[config.mk]
export PLATFORM = sky130hd
export DESIGN_NAME = uart_regfile
export DESIGN_NICKNAME = d
export VERILOG_FILES = /design/src/rtl/uart_rf_pkg.sv /design/src/rtl/uart_rx_queue.sv /design/src/rtl/uart_irq_ctrl.sv /design/src/rtl/uart_regfile.sv
export SDC_FILE = /design/constraint.sdc
export NUM_CORES = 1
export LEC_CHECK = 0
export BUFFER_PORTS_ARGS = -buffer_cell sky130_fd_sc_hd__buf_2
export CAP_MARGIN = 20
export CORE_UTILIZATION = 35
export CTS_CLUSTER_SIZE = 40
export DETAILED_ROUTE_END_ITERATION = 16
export PLACE_DENSITY = 0.49
export REMOVE_ABC_BUFFERS = 1
export SLEW_MARGIN = 20
export SYNTH_ARGS = -nofsm -noshare
export SYNTH_HDL_FRONTEND = slang
export SYNTH_SLANG_ARGS = --single-unit
[constraint.sdc]
create_clock -name clk -period 6.95 [get_ports clk]
set_input_delay 0.695 -clock clk [delete_from_list [all_inputs] [get_ports clk]]
set_output_delay 0.695 -clock clk [all_outputs]
set_load 0.005 [all_outputs]
[src/rtl/uart_rf_pkg.sv]
package uart_rf_pkg;
  localparam int ADDR_W   = 12;
  localparam int DATA_W   = 32;
  localparam int CFG_W    = 16;
  localparam int IRQ_W    = 11;
  localparam int ENTRY_W  = 11;
  localparam int WORD_W   = ADDR_W - 2;
  localparam int NCFG     = 7;
  localparam int RX_TRIG  = 1;
  localparam int RX_IRQ_BIT = 4;
  localparam int TX_IRQ_BIT = 5;

  localparam logic [WORD_W-1:0] IDX_DATA   = 10'd0;
  localparam logic [WORD_W-1:0] IDX_FLAGS  = 10'd6;
  localparam logic [WORD_W-1:0] IDX_MASK   = 10'd14;
  localparam logic [WORD_W-1:0] IDX_RAW    = 10'd15;
  localparam logic [WORD_W-1:0] IDX_MASKED = 10'd16;
  localparam logic [WORD_W-1:0] IDX_CLEAR  = 10'd17;

  localparam int SLOT_LCR  = 3;
  localparam int SLOT_CTRL = 4;
  localparam int FIFO_EN_BIT   = 4;
  localparam int FORCE_FULL_BIT = 4;

  localparam logic [ENTRY_W-1:0] BREAK_WORD = 11'h400;

  // word index of each stored configuration slot
  function automatic logic [WORD_W-1:0] cfg_word(input int slot);
    case (slot)
      0: cfg_word = 10'd8;
      1: cfg_word = 10'd9;
      2: cfg_word = 10'd10;
      3: cfg_word = 10'd11;
      4: cfg_word = 10'd12;
      5: cfg_word = 10'd13;
      default: cfg_word = 10'd18;
    endcase
  endfunction

  function automatic logic [CFG_W-1:0] cfg_init(input int slot);
    case (slot)
      4: cfg_init = 16'h0300;
      5: cfg_init = 16'h0012;
      default: cfg_init = '0;
    endcase
  endfunction

  function automatic logic [7:0] id_byte(input logic [2:0] sel);
    case (sel)
      3'd0: id_byte = 8'h11;
      3'd1: id_byte = 8'h10;
      3'd2: id_byte = 8'h14;
      3'd3: id_byte = 8'h00;
      3'd4: id_byte = 8'h0D;
      3'd5: id_byte = 8'hF0;
      3'd6: id_byte = 8'h05;
      default: id_byte = 8'hB1;
    endcase
  endfunction
endpackage

[src/rtl/uart_rx_queue.sv]
module uart_rx_queue #(
  parameter int DEPTH = 16,
  parameter int W     = 11,
  localparam int PW   = $clog2(DEPTH),
  localparam int CW   = $clog2(DEPTH + 1)
) (
  input  logic          clk,
  input  logic          rst_n,
  input  logic          push_req,
  input  logic [W-1:0]  push_word,
  input  logic          read_req,
  input  logic          deep_mode,
  input  logic          force_full,
  output logic          ready,
  output logic          accepted,
  output logic [W-1:0]  head,
  output logic [CW-1:0] count,
  output logic [CW-1:0] count_next,
  output logic          full_flag
);
  logic [PW-1:0] rd_pos, rd_pos_n, wr_pos;
  logic [CW-1:0] cnt_q;
  logic          full_q, full_n, pop;
  logic [W-1:0]  mem [DEPTH];

  assign ready    = cnt_q < (deep_mode ? CW'(DEPTH) : CW'(1));
  assign accepted = push_req && ready;
  assign pop      = read_req && (cnt_q != '0);
  assign wr_pos   = rd_pos + cnt_q[PW-1:0];
  assign head     = mem[rd_pos];
  assign count    = cnt_q;
  assign full_flag = full_q;

  always_comb begin
    count_next = cnt_q + CW'(accepted) - CW'(pop);
    rd_pos_n   = pop ? rd_pos + PW'(1) : rd_pos;
    if (accepted)
      full_n = (count_next == CW'(DEPTH)) || force_full;
    else if (read_req)
      full_n = 1'b0;
    else
      full_n = full_q;
  end

  always_ff @(posedge clk or negedge rst_n) begin
    if (!rst_n) begin
      cnt_q  <= '0;
      rd_pos <= '0;
      full_q <= 1'b0;
    end else begin
      cnt_q  <= count_next;
      rd_pos <= rd_pos_n;
      full_q <= full_n;
    end
  end

  // storage array carries no reset
  always_ff @(posedge clk) begin
    if (accepted) mem[wr_pos] <= push_word;
  end
endmodule

[src/rtl/uart_irq_ctrl.sv]
module uart_irq_ctrl #(
  parameter int W = 11
) (
  input  logic         clk,
  input  logic         rst_n,
  input  logic [W-1:0] set_vec,
  input  logic [W-1:0] clr_vec,
  input  logic         mask_we,
  input  logic [W-1:0] mask_wdata,
  output logic [W-1:0] raw,
  output logic [W-1:0] mask,
  output logic [W-1:0] masked,
  output logic         irq
);
  logic [W-1:0] raw_n, mask_n;

  always_comb begin
    raw_n  = (raw & ~clr_vec) | set_vec;
    mask_n = mask_we ? mask_wdata : mask;
  end

  always_ff @(posedge clk or negedge rst_n) begin
    if (!rst_n) begin
      raw  <= '0;
      mask <= '0;
    end else begin
      raw  <= raw_n;
      mask <= mask_n;
    end
  end

  assign masked = raw & mask;
  assign irq    = |masked;
endmodule

[src/rtl/uart_regfile.sv]
module uart_regfile
  import uart_rf_pkg::*;
#(
  parameter int DEPTH = 16,
  localparam int CW   = $clog2(DEPTH + 1)
) (
  input  logic              clk,
  input  logic              rst_n,
  input  logic              bus_valid,
  input  logic              bus_write,
  input  logic [ADDR_W-1:0] bus_addr,
  input  logic [DATA_W-1:0] bus_wdata,
  output logic [DATA_W-1:0] bus_rdata,
  input  logic [7:0]        rx_data,
  input  logic              rx_valid,
  input  logic              rx_break,
  output logic              rx_ready,
  output logic [7:0]        tx_data,
  output logic              tx_strobe,
  output logic              irq
);
  logic [WORD_W-1:0] word;
  logic in_id, acc_rd, acc_wr, data_rd, data_wr;
  logic [CFG_W-1:0] cfg_q [NCFG];
  logic [CFG_W-1:0] cfg_n [NCFG];
  logic [ENTRY_W-1:0] rx_head, push_word;
  logic [CW-1:0] rx_count, rx_cnt_next;
  logic rx_accepted, rx_full;
  logic [IRQ_W-1:0] set_vec, clr_vec, raw_stat, mask_q, masked;
  logic [7:0] flags;
  logic [DATA_W-1:0] rd_val, rdata_n;
  logic [7:0] tx_data_n;
  logic unused_bits;

  assign unused_bits = ^{bus_addr[1:0], bus_wdata[DATA_W-1:CFG_W]};

  // address decode
  assign word    = bus_addr[ADDR_W-1:2];
  assign in_id   = (bus_addr[ADDR_W-1:5] == '1);
  assign acc_rd  = bus_valid && !bus_write && !in_id;
  assign acc_wr  = bus_valid &&  bus_write && !in_id;
  assign data_rd = acc_rd && (word == IDX_DATA);
  assign data_wr = acc_wr && (word == IDX_DATA);

  // stored configuration words
  always_comb begin
    for (int s = 0; s < NCFG; s++)
      cfg_n[s] = (acc_wr && word == cfg_word(s)) ? bus_wdata[CFG_W-1:0] : cfg_q[s];
  end

  always_ff @(posedge clk or negedge rst_n) begin
    if (!rst_n) begin
      for (int s = 0; s < NCFG; s++) cfg_q[s] <= cfg_init(s);
    end else begin
      for (int s = 0; s < NCFG; s++) cfg_q[s] <= cfg_n[s];
    end
  end

  // receive queue
  assign push_word = rx_break ? BREAK_WORD : {{(ENTRY_W-8){1'b0}}, rx_data};

  uart_rx_queue #(.DEPTH(DEPTH), .W(ENTRY_W)) u_rxq (
    .clk        (clk),
    .rst_n      (rst_n),
    .push_req   (rx_valid || rx_break),
    .push_word  (push_word),
    .read_req   (data_rd),
    .deep_mode  (cfg_q[SLOT_LCR][FIFO_EN_BIT]),
    .force_full (cfg_q[SLOT_CTRL][FORCE_FULL_BIT]),
    .ready      (rx_ready),
    .accepted   (rx_accepted),
    .head       (rx_head),
    .count      (rx_count),
    .count_next (rx_cnt_next),
    .full_flag  (rx_full)
  );

  // interrupt status
  always_comb begin
    set_vec = '0;
    set_vec[RX_IRQ_BIT] = rx_accepted && (rx_cnt_next == CW'(RX_TRIG));
    set_vec[TX_IRQ_BIT] = data_wr;
    clr_vec = (acc_wr && word == IDX_CLEAR) ? bus_wdata[IRQ_W-1:0] : '0;
    clr_vec[RX_IRQ_BIT] = clr_vec[RX_IRQ_BIT] ||
                          (data_rd && rx_cnt_next == CW'(RX_TRIG - 1));
  end

  uart_irq_ctrl #(.W(IRQ_W)) u_irq (
    .clk        (clk),
    .rst_n      (rst_n),
    .set_vec    (set_vec),
    .clr_vec    (clr_vec),
    .mask_we    (acc_wr && word == IDX_MASK),
    .mask_wdata (bus_wdata[IRQ_W-1:0]),
    .raw        (raw_stat),
    .mask       (mask_q),
    .masked     (masked),
    .irq        (irq)
  );

  // flags: transmit side has no queue, so it is always empty and never full
  assign flags = {1'b1, rx_full, 1'b0, (rx_count == '0), 4'b0000};

  // read mux
  always_comb begin
    rd_val = '0;
    if (in_id) begin
      rd_val[7:0] = id_byte(bus_addr[4:2]);
    end else begin
      if (word == IDX_DATA)   rd_val[ENTRY_W-1:0] = rx_head;
      if (word == IDX_FLAGS)  rd_val[7:0]         = flags;
      if (word == IDX_MASK)   rd_val[IRQ_W-1:0]   = mask_q;
      if (word == IDX_RAW)    rd_val[IRQ_W-1:0]   = raw_stat;
      if (word == IDX_MASKED) rd_val[IRQ_W-1:0]   = masked;
      for (int s = 0; s < NCFG; s++)
        if (word == cfg_word(s)) rd_val[CFG_W-1:0] = cfg_q[s];
    end
    rdata_n   = (bus_valid && !bus_write) ? rd_val : bus_rdata;
    tx_data_n = data_wr ? bus_wdata[7:0] : tx_data;
  end

  always_ff @(posedge clk or negedge rst_n) begin
    if (!rst_n) begin
      bus_rdata <= '0;
      tx_data   <= '0;
      tx_strobe <= 1'b0;
    end else begin
      bus_rdata <= rdata_n;
      tx_data   <= tx_data_n;
      tx_strobe <= data_wr;
    end
  end
endmodule

==> metrics.cfg <==
[placement]
gp_congestion=0.874
place_inst=1576
hpwl_um=26100
numPortBuffers=66

[sta]
finalCriticalPeriod_ns=4.21
setup_viol=0
clock.fmax_ghz=0.237
slew_viol_final=0
period_share_pct=60.6
tns_ns=0
worstMarginPinSlew_ns=1.10
hold_viol_final=0
skew_ns=0.0176
relSlewSlack_pct=26.1
rsz0062_at_grt=false

[finish]
nets=1164
multi_input_area_um2=5440
num-fill-cells=3741
regArea_um2=8560
finalNonFillerCells=1644
diodes=0
drive_gt1_share_pct=31.6
syn2layout_area_growth_pct=15.2

[yosys]
synth_top_area_share_pct=30.1
avgSynthCellArea_um2=14.1
yosys_warnings=0
yosysTopAreaCell=edfxtp_1
synth-seq-cells=313
synth-edff-count=144
synthCells=1016
synth_top_flop_cell=dfrtp_1
syn_area_um2=14400
yosysUniqueCellTypes=84
yosysMostFrequentCell=dfrtp_1
seq_area_frac_synth_pct=59.6
synth_commonest_cells=165 x dfrtp_1, 144 x edfxtp_1, 120 x mux2_2
synthTopCellsByArea=edfxtp_1 30%, dfrtp_1 29%, mux2_2 9.4%, mux4_2 5.8%, mux2i_1 1.3%
ys_async_sr_fraction_pct=54.0

[floorplanning]
die_h_um=205
die_area_um2=41900
ios=101
floorplan.rows=73
core_um2=40100
die_w_um=205
initial_utilization_pct=35.8

[drt]
drt_first_pass_iters=7
via_per_inst=5.49
detail_route.iter0.violations=726
drt_wl_total_um=40300
drcViolationCount=0
routedWlPerCell_um=24.5
num_vias=9019
ant_nets=0

[job]
max_cap_violations=0

[setup_path]
slowest_stage=nor4_2
cp_max_fo=8
endpoint_kind=flop
worstPathRequired_ns=7.34
path_class=in2reg
crit_path_max_incr_delay_ns=0.54
startpoint_type=primary input
path_cells=buf_2, nor4_2, and3_1, nand3_1, nor2_1, ha_1, inv_1, ha_1, inv_1, fa_1, o21bai_1, a21oi_1, xnor2_1, nand4_1, o311ai_0, o21ai_0
crit_arrival_ns=4.61

[cts]
cts_root_buf=clkbuf_16
clock_latency_ns=0.54
clockBufferDepth=3
numCtsBuffers=38
post_cts_buffers=0
cts_tree=yes
htreeDepth=2
cts_resized=0
hold_buffers=0
path_clk_slew_ns=0.06
clock-sinks=313

[min_path]
min_path_type=in2async

[grt]
grt_max_degree=98
grt_usage_pct=19.8
grt_pass1_vias=9254
grt_overflow_total=0
grt_pass1_wl_um=61000
antenna_found_initial=0

[power]
peakVddDrop_uv=173
leakage_nw=6.65
powerDensity_nw_per_um2=282

[run_status]
outcome=completed

==> worst paths after layout <==
path                                            from                   endpoint  slack (ns)  depth (start not counted)
setup / recovery                         bus_addr[6]     u_irq.raw[4]$_DFF_PN0_        2.74                         16
hold / removal                                 rst_n      cfg_q[47]$_DFFE_PN0P_        0.26                          1
max in group asynchronous                      rst_n     tx_data[2]$_DFFE_PN0P_        5.20                          2
min in group clk           bus_rdata[11]$_DFFE_PN0P_  bus_rdata[11]$_DFFE_PN0P_        0.48                          2
setup reg to reg            u_rxq.count[2]$_DFF_PN0_     u_irq.raw[4]$_DFF_PN0_        3.22                         15
hold reg to reg            bus_rdata[11]$_DFFE_PN0P_  bus_rdata[11]$_DFFE_PN0P_        0.48                          2
==> cell families after synthesis <==
group,share of synthesized area [%]
fa+ha+maj,1.41
mux,17.6
simple gates,7.94
other cells,0.0261
flops,59.6
buf+inv,3.24
xor+xnor,0.731
compound gates,9.54
==> registers in the layout, summed over array words and instances, names as in the netlist <==
| signal | flops |
|---|---|
| u_rxq.full_flag | 1 |
| u_irq.raw | 11 |
| bus_rdata | 16 |
| tx_data | 8 |
| u_rxq.mem | 144 |
| tx_strobe | 1 |
| cfg_q | 112 |
| u_rxq.count | 5 |
| u_irq.mask | 11 |
| u_rxq.rd_pos | 4 |
==> cells in the final DEF (no fill, tap or decap), types with 12 or more instances in the layout <==
cell type  synthesis  routed
a21oi_1           32      32
a22oi_1           12      12
buf_2             21      65
buf_4             21      31
clkbuf_16          0      39
conb_1             1      16
dfrtp_1          165     164
edfxtp_1         144     144
ha_1              13      13
inv_1             17      17
mux2_1            14      14
mux2_2           120     120
mux2i_1           18      18
mux4_2            37      37
nand2_1           47      47
nand3_1           18      18
nor2_1            44      39
nor2b_1           15      13
nor3_1            14      13
o21ai_0           28      28
==> power by group <==
part	switching (mW)	total, mW	internal, mW
sequential	0.0501	2.12	2.07
clock	0.780	2.02	1.24
combinational	0.354	0.537	0.184
total	1.18	4.68	3.49
==> through the flow <==
stage	hold slack [ns]	area (um2)	utilization, %	total power, mW	setup slack (ns)
3_3_place_gp	0.463	15300	38.1	2.69	2.25
4_1_cts	0.298	16500	41.3	4.73	2.78
5_1_grt	0.342	16600	41.3	4.88	2.30
3_5_place_dp	0.471	15300	38.1	2.70	2.22
6_report	0.263	16600	41.3	4.68	2.74
2_1_floorplan	0.399	14000	-	2.47	3.16
==> per-layer routing <==
metal  global-route usage (%)  wire length [um]  vias up  share of wire (%)
met4                     6.00              1010        0                2.5
met2                     32.6             19500      261                 48
li1                         -                 -     4023                  -
met3                     3.58              2090       68                5.2
met5                        0                 0        -                  0
met1                     26.4             17700     4667                 44
==> cell type report <==
type                       instances  share of cell area [%]
multi-input combinational        624                    32.9
inverter                          17                   0.385
sequential                       313                    51.7
clock buffer                      50                    6.26
timing repair buffer              97                    3.44
clock inverter                    18                    1.38
tap                              525                    3.97
==> worst max-delay path, delay by kind of cell <==
family	cells	cell delay [ns]
adder cells (fa/ha/maj)	3	0.89
buffers and inverters	3	0.26
AO/OA/AOI/OAI	4	0.65
AND/OR/NAND/NOR	5	1.84
XOR/XNOR	1	0.26
No activity file was read; power rests on OpenSTA's default activity.
